## src/rtl/trap_pkg.sv

```systemverilog
package trap_pkg;
  localparam int CODE_W = 5;
  localparam int STACK_W = 6;
  localparam int CODE_LSB = 2;
  localparam int IP_LSB = 8;

  typedef enum logic [CODE_W-1:0] {
    EXC_INTR = 5'd0, EXC_TLB_MOD = 5'd1, EXC_TLB_LD = 5'd2, EXC_TLB_ST = 5'd3,
    EXC_ADDR_LD = 5'd4, EXC_ADDR_ST = 5'd5, EXC_BUS_IF = 5'd6, EXC_BUS_DATA = 5'd7,
    EXC_SYSCALL = 5'd8, EXC_BREAK = 5'd9, EXC_RSVD = 5'd10, EXC_COP_UNUSABLE = 5'd11,
    EXC_OVERFLOW = 5'd12
  } excKind_e;

  typedef enum logic [1:0] {SEL_STATUS = 2'd0, SEL_CAUSE = 2'd1, SEL_EPC = 2'd2, SEL_NONE = 2'd3} regSel_e;

  typedef struct packed {
    logic take;
    logic [CODE_W-1:0] code;
    logic pop;
    logic wrStatus;
    logic wrEpc;
    logic rdEn;
  } trapStrobe_t;
endpackage

```

## src/rtl/trap_ctrl.sv

```systemverilog
module trap_ctrl
  import trap_pkg::*;
#(
  parameter int IRQ_W = 8
) (
  input  logic               excValid,
  input  logic [CODE_W-1:0]  excCode,
  input  logic [IRQ_W-1:0]   irqLines,
  input  logic [IRQ_W-1:0]   irqMask,
  input  logic [STACK_W-1:0] stackQ,
  input  logic               regRead,
  input  logic               regWrite,
  input  logic [1:0]         regSel,
  input  logic               rfeValid,
  output trapStrobe_t        strb
);
  logic userMode;
  logic privBad;
  logic intReq;

  assign userMode = stackQ[1];
  assign privBad  = userMode & (regRead | regWrite | rfeValid);
  assign intReq   = (|(irqLines & irqMask)) & stackQ[0];

  always_comb begin
    strb = '0;
    strb.take = excValid | privBad | intReq;
    if (excValid)     strb.code = excCode;
    else if (privBad) strb.code = EXC_COP_UNUSABLE;
    else              strb.code = EXC_INTR;
    strb.pop      = rfeValid & ~strb.take;
    strb.wrStatus = regWrite & ~rfeValid & ~strb.take & (regSel == SEL_STATUS);
    strb.wrEpc    = regWrite & ~rfeValid & ~strb.take & (regSel == SEL_EPC);
    strb.rdEn     = regRead & ~privBad;
  end
endmodule

```

## src/rtl/trap_regs.sv

```systemverilog
module trap_regs
  import trap_pkg::*;
#(
  parameter int XLEN  = 32,
  parameter int IRQ_W = 8
) (
  input  logic               clk,
  input  logic               rstN,
  input  trapStrobe_t        strb,
  input  logic [IRQ_W-1:0]   irqLines,
  input  logic [XLEN-1:0]    instrPc,
  input  logic [XLEN-1:0]    regWdata,
  input  logic [1:0]         regSel,
  output logic [STACK_W-1:0] stackQ,
  output logic [IRQ_W-1:0]   maskQ,
  output logic [CODE_W-1:0]  codeQ,
  output logic [XLEN-1:0]    epcQ,
  output logic [XLEN-1:0]    rdData
);
  localparam int PAIR_W = 2;
  logic [IRQ_W-1:0] ipQ;
  logic [XLEN-1:0] statusWord;
  logic [XLEN-1:0] causeWord;

  always_ff @(posedge clk or negedge rstN) begin
    if (!rstN) begin
      stackQ <= '0;
      maskQ  <= '0;
      codeQ  <= '0;
      epcQ   <= '0;
      ipQ    <= '0;
    end else begin
      ipQ <= irqLines;
      if (strb.take) begin
        stackQ <= {stackQ[STACK_W-PAIR_W-1:0], {PAIR_W{1'b0}}};
        codeQ  <= strb.code;
        epcQ   <= instrPc;
      end else if (strb.pop) begin
        stackQ <= {{PAIR_W{1'b1}}, stackQ[STACK_W-1:PAIR_W]};
      end else if (strb.wrStatus) begin
        stackQ <= regWdata[STACK_W-1:0];
        maskQ  <= regWdata[IP_LSB +: IRQ_W];
      end else if (strb.wrEpc) begin
        epcQ <= regWdata;
      end
    end
  end

  always_comb begin
    statusWord = '0;
    statusWord[STACK_W-1:0] = stackQ;
    statusWord[IP_LSB +: IRQ_W] = maskQ;
    causeWord = '0;
    causeWord[CODE_LSB +: CODE_W] = codeQ;
    causeWord[IP_LSB +: IRQ_W] = ipQ;
    rdData = '0;
    if (strb.rdEn) begin
      case (regSel)
        SEL_STATUS: rdData = statusWord;
        SEL_CAUSE:  rdData = causeWord;
        SEL_EPC:    rdData = epcQ;
        default:    rdData = '0;
      endcase
    end
  end
endmodule

```

## src/rtl/trap_unit.sv

```systemverilog
module trap_unit
  import trap_pkg::*;
#(
  parameter int XLEN = 32,
  parameter int IRQ_W = 8,
  parameter logic [31:0] VECTOR = 32'h8000_0080
) (
  input  logic            clk,
  input  logic            rstN,
  input  logic [XLEN-1:0] instrPc,
  input  logic            excValid,
  input  logic [4:0]      excCode,
  input  logic [IRQ_W-1:0] irqLines,
  input  logic            rfeValid,
  input  logic            regRead,
  input  logic            regWrite,
  input  logic [1:0]      regSel,
  input  logic [XLEN-1:0] regWdata,
  output logic [XLEN-1:0] rdData,
  output logic            redirectValid,
  output logic [XLEN-1:0] redirectPc,
  output logic            kernelMode,
  output logic            intEnable
);
  trapStrobe_t strb;
  logic [STACK_W-1:0] stackQ;
  logic [IRQ_W-1:0] maskQ;
  logic [CODE_W-1:0] codeQ;
  logic [XLEN-1:0] epcQ;

  trap_ctrl #(.IRQ_W(IRQ_W)) u_ctrl (
    .excValid(excValid), .excCode(excCode), .irqLines(irqLines), .irqMask(maskQ),
    .stackQ(stackQ), .regRead(regRead), .regWrite(regWrite), .regSel(regSel),
    .rfeValid(rfeValid), .strb(strb)
  );

  trap_regs #(.XLEN(XLEN), .IRQ_W(IRQ_W)) u_regs (
    .clk(clk), .rstN(rstN), .strb(strb), .irqLines(irqLines), .instrPc(instrPc),
    .regWdata(regWdata), .regSel(regSel), .stackQ(stackQ), .maskQ(maskQ),
    .codeQ(codeQ), .epcQ(epcQ), .rdData(rdData)
  );

  assign redirectValid = strb.take;
  assign redirectPc    = XLEN'(VECTOR);
  assign kernelMode    = ~stackQ[1];
  assign intEnable     = stackQ[0];
endmodule

```

## config.mk

```make
export PLATFORM = sky130hd
export DESIGN_NAME = trap_unit
export DESIGN_NICKNAME = d
export VERILOG_FILES = /design/src/rtl/trap_pkg.sv /design/src/rtl/trap_ctrl.sv /design/src/rtl/trap_regs.sv /design/src/rtl/trap_unit.sv
export SDC_FILE = /design/constraint.sdc
export NUM_CORES = 1
export LEC_CHECK = 0
export ABC_AREA = 1
export BUFFER_PORTS_ARGS = -buffer_cell sky130_fd_sc_hd__buf_2
export CAP_MARGIN = 20
export CORE_MARGIN = 2
export CORE_UTILIZATION = 48
export DETAILED_ROUTE_END_ITERATION = 8
export GPL_ROUTABILITY_DRIVEN = 0
export GPL_TIMING_DRIVEN = 0
export PLACE_DENSITY = 0.8
export SETUP_SLACK_MARGIN = 0.5
export SLEW_MARGIN = 20
export SYNTH_ARGS = -nofsm -noshare
export SYNTH_HDL_FRONTEND = slang
export SYNTH_SLANG_ARGS = --single-unit
```

## constraint.sdc

```tcl
create_clock -name clk -period 1.8 [get_ports clk]
set_input_delay 0.18 -clock clk [delete_from_list [all_inputs] [get_ports clk]]
set_output_delay 0.18 -clock clk [all_outputs]
set_load 0.005 [all_outputs]
```

# After elaboration in Yosys (flattened, before gate mapping)
# Cells that the tools add are included.
[word_totals]
ff_bits = 59
in_bits = 85
output_inout_bits = 67
elab_cells = 44
[op_classes]
eq_ne = 4
mux = 11
bitwise = 18
n_reduce_logical = 6
[op_table]
columns = ["op", "count"]
rows = [
  ["two-way mux 32 bit", 5],
  ["case mux 32 bit (3 select lines)", 1],
  ["two-way mux 6 bit", 3],
  ["AND 1 bit", 8],
  ["AND 8 bit", 1],
  ["OR reduction 8 bit", 1],
  ["AND reduction 3 bit", 2],
  ["two-way mux 5 bit", 1],
  ["NOT 1 bit", 5],
  ["two-way mux 4 bit", 1],
  ["!= test 2 bit (second input constant)", 2],
  ["OR 1 bit", 4],
  ["nonzero test 3 bit", 1],
  ["equality test 2 x 1 -> 1 bit (second input constant)", 1],
  ["equality test 2 bit (second input constant)", 1],
  ["logical NOT 2 bit", 1],
  ["nonzero test 2 bit", 1],
]

# Longest topological paths before layout
# Gate-level depths: netlist of the first run.
[logic_depth]
depth_word = 12
depth_mapped = 12
ltp_nobuf = 11

# Cells and area by module
# From an unflattened synthesis of the first run, not the netlist that was laid out.
[unflattened]
cells_unflattened = 555
area_unflattened_um2 = 3759.9
[by_module_without_submodules]
columns = ["mod", "n_inst", "cells_per_inst", "area_each_um2"]
rows = [
  ["trap_regs", 1, 478, 3311.9],
  ["trap_unit", 1, 35, 251.5],
  ["trap_ctrl", 1, 42, 196.4],
]

# Worst setup path after synthesis of the first run
# OpenSTA, ideal clock, no wires.
[synth_timing]
path_type = "flip-flop to flip-flop"
start = "register u_regs.maskQ[0]"
end = "register u_regs.epcQ[18]"
setup_ps = 132
arrival_time_ps = 1192
required_time_ps = 1668
setup_slack_ps = 476
stages_incl_launch_ff = 11
path_buffers = 2
synth_period_minus_slack_ps = 1324
path_cell_list = "dfrtp_1 > nand2_1 > nand2_1 > nor2_1 > nand2_1 > nand2_1 > nand2_2 > buf_6 > buf_2 > nand2_1 > o21ai_1"
[synth_via]
elab_chain_cells = 9
word_cells_on_any_way = 14
[synth_rtl]
columns = ["item", "line_no", "source"]
rows = [
  ["start: declaration", "trap_regs.sv:15", "output logic [IRQ_W-1:0] maskQ,"],
  ["start signal: assignment", "trap_regs.sv:42", "maskQ <= regWdata[IP_LSB +: IRQ_W];"],
  ["AND 8 bit *", "trap_ctrl.sv:23", "assign intReq = (|(irqLines & irqMask)) & stackQ[0];"],
  ["OR reduction 8 bit *", "trap_ctrl.sv:23", ""],
  ["AND 1 bit *", "trap_ctrl.sv:23", ""],
  ["OR 1 bit *", "trap_ctrl.sv:27", "strb.take = excValid | privBad | intReq;"],
  ["NOT 1 bit (no line)", "--", ""],
  ["AND 1 bit", "trap_ctrl.sv:32, trap_ctrl.sv:33", ""],
  ["AND 1 bit (on tied branches)", "trap_ctrl.sv:32, trap_ctrl.sv:33", ""],
  ["!= test 2 bit (no line) or nonzero test 2 bit (tied branches)", "--", ""],
  ["AND reduction 3 bit (no line)", "--", ""],
  ["end signal: assignment", "trap_regs.sv:37", "epcQ <= instrPc;"],
  ["end signal: assignment", "trap_regs.sv:44", "epcQ <= regWdata;"],
  ["end: declaration", "trap_regs.sv:17", "output logic [XLEN-1:0] epcQ,"],
]
# Every way passes the cells marked *; elsewhere a longest branch is shown, timed or not.
# A chain may end at the register's enable or synchronous reset.

# Final worst setup path of the first run
[layout_timing]
start = "register u_regs.stackQ[1]"
end = "output port redirectValid"
[layout_via]
elab_chain_cells = 3
[layout_rtl]
columns = ["item", "line_no", "source"]
rows = [
  ["start: declaration", "trap_regs.sv:14", "output logic [STACK_W-1:0] stackQ,"],
  ["start signal: assignment", "trap_regs.sv:35", "stackQ <= {stackQ[STACK_W-PAIR_W-1:0], {PAIR_W{1'b0}}};"],
  ["start signal: assignment", "trap_regs.sv:39", "stackQ <= {{PAIR_W{1'b1}}, stackQ[STACK_W-1:PAIR_W]};"],
  ["start signal: assignment", "trap_regs.sv:41", "stackQ <= regWdata[STACK_W-1:0];"],
  ["AND 1 bit", "trap_ctrl.sv:22", "assign privBad = userMode & (regRead | regWrite | rfeValid);"],
  ["OR 1 bit (2 in a row)", "trap_ctrl.sv:27", ""],
  ["end: declaration", "trap_unit.sv:20", "output logic redirectValid,"],
]
# No other way between the ends.

==> impl_metrics.py, run 1 <==
metrics = {
    "run_status": {
        "outcome": "finished, final reports clean",
    },
    "layout": {
        "final_cell_area_mm2": 0.00556,
        "multiInputGateArea_mm2": 0.00190,
        "n_fill_cell": 517,
        "drive_gt1_frac": 0.418,
        "stdcell_count": 784,
        "antenna_cells": 0,
        "nNetsFinal": 765,
        "syn_to_final_growth_pct": 56.8,
        "regArea_mm2": 0.00148,
    },
    "synth": {
        "ys.flop_type": "dfrtp_1",
        "synth_top_area_frac": 0.417,
        "syn_area_mm2": 0.00354,
        "synth-edff-count": 0,
        "seq_area_frac_synth": 0.417,
        "syn_area_per_cell_um2": 7.38,
        "yosysMostFrequentCell": "nand2_1",
        "synth_cell_types": 31,
        "ys_top_cells_by_area": "dfrtp_1 (42%), nand2_1 (17%), o21ai_1 (7.2%)",
        "ys_ff_latch": 59,
        "synthCells": 480,
        "synth_top_area_cell": "dfrtp_1",
        "synth_common_cells": "nand2_1 (160), dfrtp_1 (59), inv_1 (56)",
        "ys_warn_count": 0,
        "synthArstFlopShare": 1.00,
    },
    "timing": {
        "rsz0062_at_grt": "yes",
        "post-route-period-util": 0.952,
        "fmax_mhz": 584,
        "max_slew_margin": 0.486,
        "maxSlewViolCount": 0,
        "tns_ps": 0,
        "hold_violations": 0,
        "tightest_slew_ps": 772,
        "setup_viol": 0,
        "layout_min_cycle_time_ps": 1710,
        "clock_skew_ps": 12.1,
    },
    "setup_path": {
        "crit_path_end_kind": "primary output",
        "cp_slowest_stage_delay_ps": 450,
        "worstPathCellList": "buf_4, a21oi_4, nand2_4, buf_6, buf_8, buf_6",
        "worst-path-max-fanout": 4,
        "crit_path_top_delay_cell": "dfrtp_2",
        "critPathLaunchType": "flip-flop",
        "worstPathRequired_ps": 1620,
        "path_class": "flip-flop to primary output",
        "path_common_cell": "buf_6",
        "cp.arrival_ps": 1530,
    },
    "clock_network": {
        "tritoncts": "done",
        "cts_num_sinks": 59,
        "clock-root-buffer": "clkbuf_8",
        "cts_max_level": 3,
        "cts_made_buffers": 9,
        "clock_path_buffers": 2,
        "clk-insertion-delay-late_ps": 330,
        "clkTransAtPathRegs_ps": 70,
    },
    "power": {
        "p_leak_nw": 3.15,
        "power_density_mw_per_mm2": 896,
        "ir_drop_mv": 0.602,
        "pwr-share-comb": 0.371,
        "swShare": 0.336,
        "power_frac_clock": 0.283,
        "power_frac_seq": 0.346,
        "p_int_w": 0.00330,
        "p_switching_w": 0.00167,
    },
    "drt": {
        "drtAntennaViolNets": 0,
        "drt_iter0_drc": 231,
        "finalWirelength_um": 11700,
        "viasPerCell": 5.02,
        "drtPass1Iterations": 5,
        "via_count": 3932,
        "drc": 0,
        "route.detailed.wl_per_inst_um": 14.9,
    },
    "min_path": {
        "hp-class": "input pin to flip-flop",
    },
    "placed_design": {
        "placedCellCount": 727,
        "port-buffer-count": 118,
        "hpwlAfterDp_um": 7350,
        "dpl_cell_area_mm2": 0.00438,
    },
    "floorplan": {
        "core_mm2": 0.00721,
        "die_w_um": 89.9,
        "ios": 152,
        "die_h_um": 89.9,
        "initial_core_util": 0.491,
        "die_area_mm2": 0.00809,
        "num_rows": 31,
    },
    "global_routing": {
        "grt_usage": 0.267,
        "grt-ovfl-total": 0,
        "grt_max_degree": 60,
        "grt_pass1_wl_um": 17500,
        "first_global_vias": 3744,
        "antenna_found_initial": 0,
    },
    "run": {
        "maxCapViolCount": 0,
    },
}
cell usage in the layout, fill, tap and decap left out, types with 6 or more instances in the layout:
cell type      synthesis  final
clkbuf_16              0      7
nor2_1                18     17
o21ai_0               12      6
conb_1                 2     32
nor3_4                 0     15
o211ai_1              10     10
buf_2                  8    119
nand4_1                8      8
nand2_2                2      8
o21ai_1               51     54
buf_8                  0      6
nand2_4                0      8
buf_6                  7     15
buf_4                 32     52
inv_2                  1      9
dfrtp_1               59     58
nand3_1                8      8
inv_1                 56     47
clkbuf_8               0     11
dlygate4sd3_1          0      9
nand2_1              160    145
flip-flops by register name, indices dropped and copies added, names as in the netlist:
register       cells
u_regs.epcQ       32
u_regs.ipQ         8
u_regs.maskQ       8
u_regs.stackQ      6
u_regs.codeQ       5
per-stage QoR:
stage / hold WS (ps) / worst slack [ps] / total power [W] / util
2_1_floorplan: -116 / 500 / 0.00251 / -
3_3_place_gp: 309 / 79.5 / 0.00287 / 0.606
3_5_place_dp: 306 / 89.4 / 0.00292 / 0.606
4_1_cts: 50.2 / 76.2 / 0.00464 / 0.719
5_1_grt: 67.4 / 9.98 / 0.00523 / 0.770
6_report: 56.1 / 86.9 / 0.00498 / 0.770
cells by family (layout without fill, tap and decap cells):
kind of cell	count (synthesis)	count (layout)	share of synthesized area
other cells	2	32	0.00212
buf+inv	115	289	0.177
simple gates	220	221	0.267
flops	59	59	0.417
compound gates	84	84	0.138
critical path: cells and delay by family, from the launching register on:
kind            cells  cell delay, ps
compound gates      1             190
flops               1             450
buf+inv             4             490
simple gates        1              70
routing by layer:
metal  global-route usage  vias to the layer above  routed length, um
met5                    0                        -                  0
met4                0.133                        0                384
met3               0.0469                       33                840
met2                0.452                      204               5990
met1                0.332                     1833               4500
li1                     -                     1862                  -
cell type report:
| type | count | area share |
|---|---|---|
| well taps | 99 | 0.0223 |
| clock inverters | 4 | 0.0131 |
| clock buffers | 12 | 0.0279 |
| plain buffers | 54 | 0.0919 |
| multi-input cells | 337 | 0.342 |
| repair buffers | 158 | 0.191 |
| inverters | 61 | 0.0457 |
| flip-flops and latches | 59 | 0.266 |
worst paths after layout:
check                                             start                      endpoint  slack [ps]  depth (start not counted)
setup reg to reg           u_regs.stackQ[1]$_DFFE_PN0P_   u_regs.epcQ[26]$_DFFE_PN0P_         140                          9
hold / removal                              instrPc[19]   u_regs.epcQ[19]$_DFFE_PN0P_          60                          3
max in group asynchronous                          rstN  u_regs.stackQ[1]$_DFFE_PN0P_         770                          2
setup / recovery           u_regs.stackQ[1]$_DFFE_PN0P_                 redirectValid          90                          6
hold reg to reg              u_regs.epcQ[5]$_DFFE_PN0P_    u_regs.epcQ[5]$_DFFE_PN0P_         500                          2
min in group asynchronous                          rstN   u_regs.codeQ[3]$_DFFE_PN0N_         450                          2
power by group through the flow:
stage          Combinational [W]  Sequential, W  Clock [W]
4_1_cts                  0.00152        0.00172    0.00140
3_5_place_dp             0.00117        0.00175          0
2_1_floorplan           0.000802        0.00171          0
6_report                 0.00185        0.00172    0.00141
3_3_place_gp             0.00113        0.00173          0
5_1_grt                  0.00201        0.00175    0.00147
repair_timing:
| action | in CTS | in global routing |
|---|---|---|
| pin swaps | 11 | 25 |
| setup endpoints to repair | 84 | 85 |
| endpoints found under the hold margin | 67 | 0 |
| gates resized for setup | 73 | 65 |
| cloned | 5 | 4 |
| setup buffers | 11 | 12 |
| hold buffers | 9 | 0 |
Power figures use the tool's default switching activity.
==> run 2, diff against run 1 <==
CORE_MARGIN = unset   (was 2)
==> run 2 against run 1 <==
Compared with the run above:
- the flow now finishes with violations (setup timing)
- clock-buffer cell count grew 1
- largest power group unchanged
- sequential power is 3% higher
- die area fell by 4.4%
- non-clock buffer count rose by 11
==> impl_metrics.py, run 2 (synthesized netlist as in run 1, its figures left out) <==
metrics = {
    "run_status": {
        "outcome": "finished with violations",
        "violations": "setup timing",
    },
    "power": {
        "power_frac_clock": 0.232,
        "p_int_w": 0.00338,
        "p_leak_nw": 3.26,
        "p_switching_w": 0.00208,
        "ir_drop_mv": 0.545,
        "power_density_mw_per_mm2": 914,
        "power_frac_seq": 0.324,
        "swShare": 0.381,
        "pwr-share-comb": 0.445,
    },
    "setup_path": {
        "worstPathCellList": "nand2_1, nand2_1, nor2_2, nand2_2, nand2_4, nand2_4, buf_4, buf_8, buf_4, buf_8, o21ai_1",
        "path_class": "flip-flop to flip-flop",
        "crit_path_top_delay_cell": "dfrtp_1",
        "reg2reg_setup_slack_ps": -70,
        "worst-path-max-fanout": 6,
        "cp-startpoint": "u_regs.maskQ[6]$_DFFE_PN0P_",
        "worstPathRequired_ps": 2040,
        "crit_path_end_kind": "flip-flop",
        "critPathLaunchType": "flip-flop",
        "r2r_start": "u_regs.maskQ[6]$_DFFE_PN0P_",
        "cp_slowest_stage_delay_ps": 400,
        "cp.arrival_ps": 2100,
    },
    "floorplan": {
        "die_w_um": 87.9,
        "num_rows": 30,
        "ios": 152,
        "die_h_um": 87.9,
        "die_area_mm2": 0.00773,
        "initial_core_util": 0.510,
        "core_mm2": 0.00694,
    },
    "timing": {
        "max_slew_margin": 0.483,
        "fin_ws_ps": -65.2,
        "fmax_mhz": 536,
        "post-route-period-util": 1.04,
        "maxSlewViolCount": 0,
        "layout_min_cycle_time_ps": 1870,
        "rsz0062_at_grt": "yes",
        "setup_viol": 17,
        "clock_skew_ps": 20.7,
        "tightest_slew_ps": 776,
        "hold_violations": 0,
    },
    "drt": {
        "drtPass1Iterations": 6,
        "drtAntennaViolNets": 0,
        "viasPerCell": 5.90,
        "finalWirelength_um": 16700,
        "route.detailed.wl_per_inst_um": 21.1,
        "drt_iter0_drc": 629,
        "via_count": 4676,
        "drc": 0,
    },
    "clock_network": {
        "cts_max_level": 3,
        "clkTransAtPathRegs_ps": 80,
        "clock-root-buffer": "clkbuf_8",
        "clock_path_buffers": 2,
        "cts_made_buffers": 9,
        "clk-insertion-delay-late_ps": 360,
        "tritoncts": "done",
        "cts_num_sinks": 59,
    },
    "layout": {
        "reg_top3": "u_regs.epcQ x32, u_regs.ipQ x8, u_regs.maskQ x8",
        "final_cell_mix": "buf_2 (116), nand2_1 (104), dfrtp_1 (58)",
        "antenna_cells": 0,
        "stdcell_count": 792,
        "final_core_util": 0.860,
        "final_common_cell": "buf_2",
        "largest_reg_flops": 32,
        "regMostFlops": "u_regs.epcQ",
        "drive_gt1_frac": 0.509,
        "nNetsFinal": 777,
        "syn_to_final_growth_pct": 68.6,
    },
    "global_routing": {
        "grt_usage": 0.357,
        "grt_pass1_wl_um": 20500,
        "grt_max_degree": 60,
        "grt_busiest_layer": "met2",
        "antenna_found_initial": 1,
        "first_global_vias": 4188,
        "grt-ovfl-total": 0,
        "grt_use_met2": 0.584,
        "use_met1": 0.417,
        "met3_usage": 0.0905,
    },
    "placed_design": {
        "hpwlAfterDp_um": 7220,
        "placedCellCount": 724,
        "port-buffer-count": 118,
    },
    "min_path": {
        "hold_path.startpoint": "instrPc[7]",
        "hp-class": "input pin to flip-flop",
    },
    "run": {
        "maxCapViolCount": 0,
    },
}
run 2: changes by cell type in the layout (fill, tap and decap cells not counted), moves of 6 or more:
cell / change
nand2_1: -41
o21ai_1: -9
buf_6: +6
o21ai_2: +11
nand2_4: +6
nand2_2: +34
run 2: worst max-delay path, delay by kind of cell, from the launching register on:
family                 cells  cell delay [ps]
buffers and inverters      4              530
flip-flops                 1              400
AND/OR/NAND/NOR            6              580
AO/OA/AOI/OAI              1              240
run 2: area by class of cell:
cell class                 count  area, um2
buffer                        54        532
clock buffer                  13        159
clock inverter                 2       35.0
fill                         351        970
inverter                      61        259
multi-input combinational    338       2140
sequential                    59       1480
tap                           96        120
timing repair buffer         169       1250
run 2: power groups by stage:
stage,clock network [W],registers (W),logic (W)
4_1_cts,0.00123,0.00171,0.00174
3_3_place_gp,0,0.00173,0.00113
2_1_floorplan,0,0.00171,0.000802
5_1_grt,0.00130,0.00178,0.00255
6_report,0.00127,0.00177,0.00243
3_5_place_dp,0,0.00174,0.00117
run 2: through the flow:
step | worst slack, ps | instance area, um2 | setup TNS (ps) | total power, W | hold WS, ps
after floorplan | 500 | 3660 | 0 | 0.00251 | -116
after detailed placement | 126 | 4370 | 0 | 0.00292 | 298
after CTS | 74.8 | 5400 | 0 | 0.00468 | 40.2
after global placement | 119 | 4370 | 0 | 0.00287 | 309
final | -65.2 | 5970 | -389 | 0.00546 | 41.1
after global routing | -209 | 5970 | -3700 | 0.00563 | 44.2
run 2: final timing paths:
kind,to,cells after the start
min in group asynchronous,u_regs.codeQ[4]$_DFFE_PN0N_,2
max in group asynchronous,u_regs.stackQ[1]$_DFFE_PN0P_,2
worst max-delay path,u_regs.epcQ[12]$_DFFE_PN0P_,11
worst max register to register,u_regs.epcQ[12]$_DFFE_PN0P_,11
worst min-delay path,u_regs.epcQ[7]$_DFFE_PN0P_,3
worst min register to register,u_regs.codeQ[4]$_DFFE_PN0N_,1
run 2: routing by layer:
metal | part of all wire | routed length (um)
met2 | 0.46 | 7680
met5 | 0.00078 | 13
met1 | 0.32 | 5340
met4 | 0.091 | 1520
met3 | 0.13 | 2150
run 2: what timing repair did:
action                     in CTS  in global routing
hold buffers                    9                  0
setup endpoints to repair      84                 84
pin swaps                      22                 35
buffers inserted               23                 10
hold endpoints to repair       67                  0
gates cloned                    9                  2
resized for setup             105                123
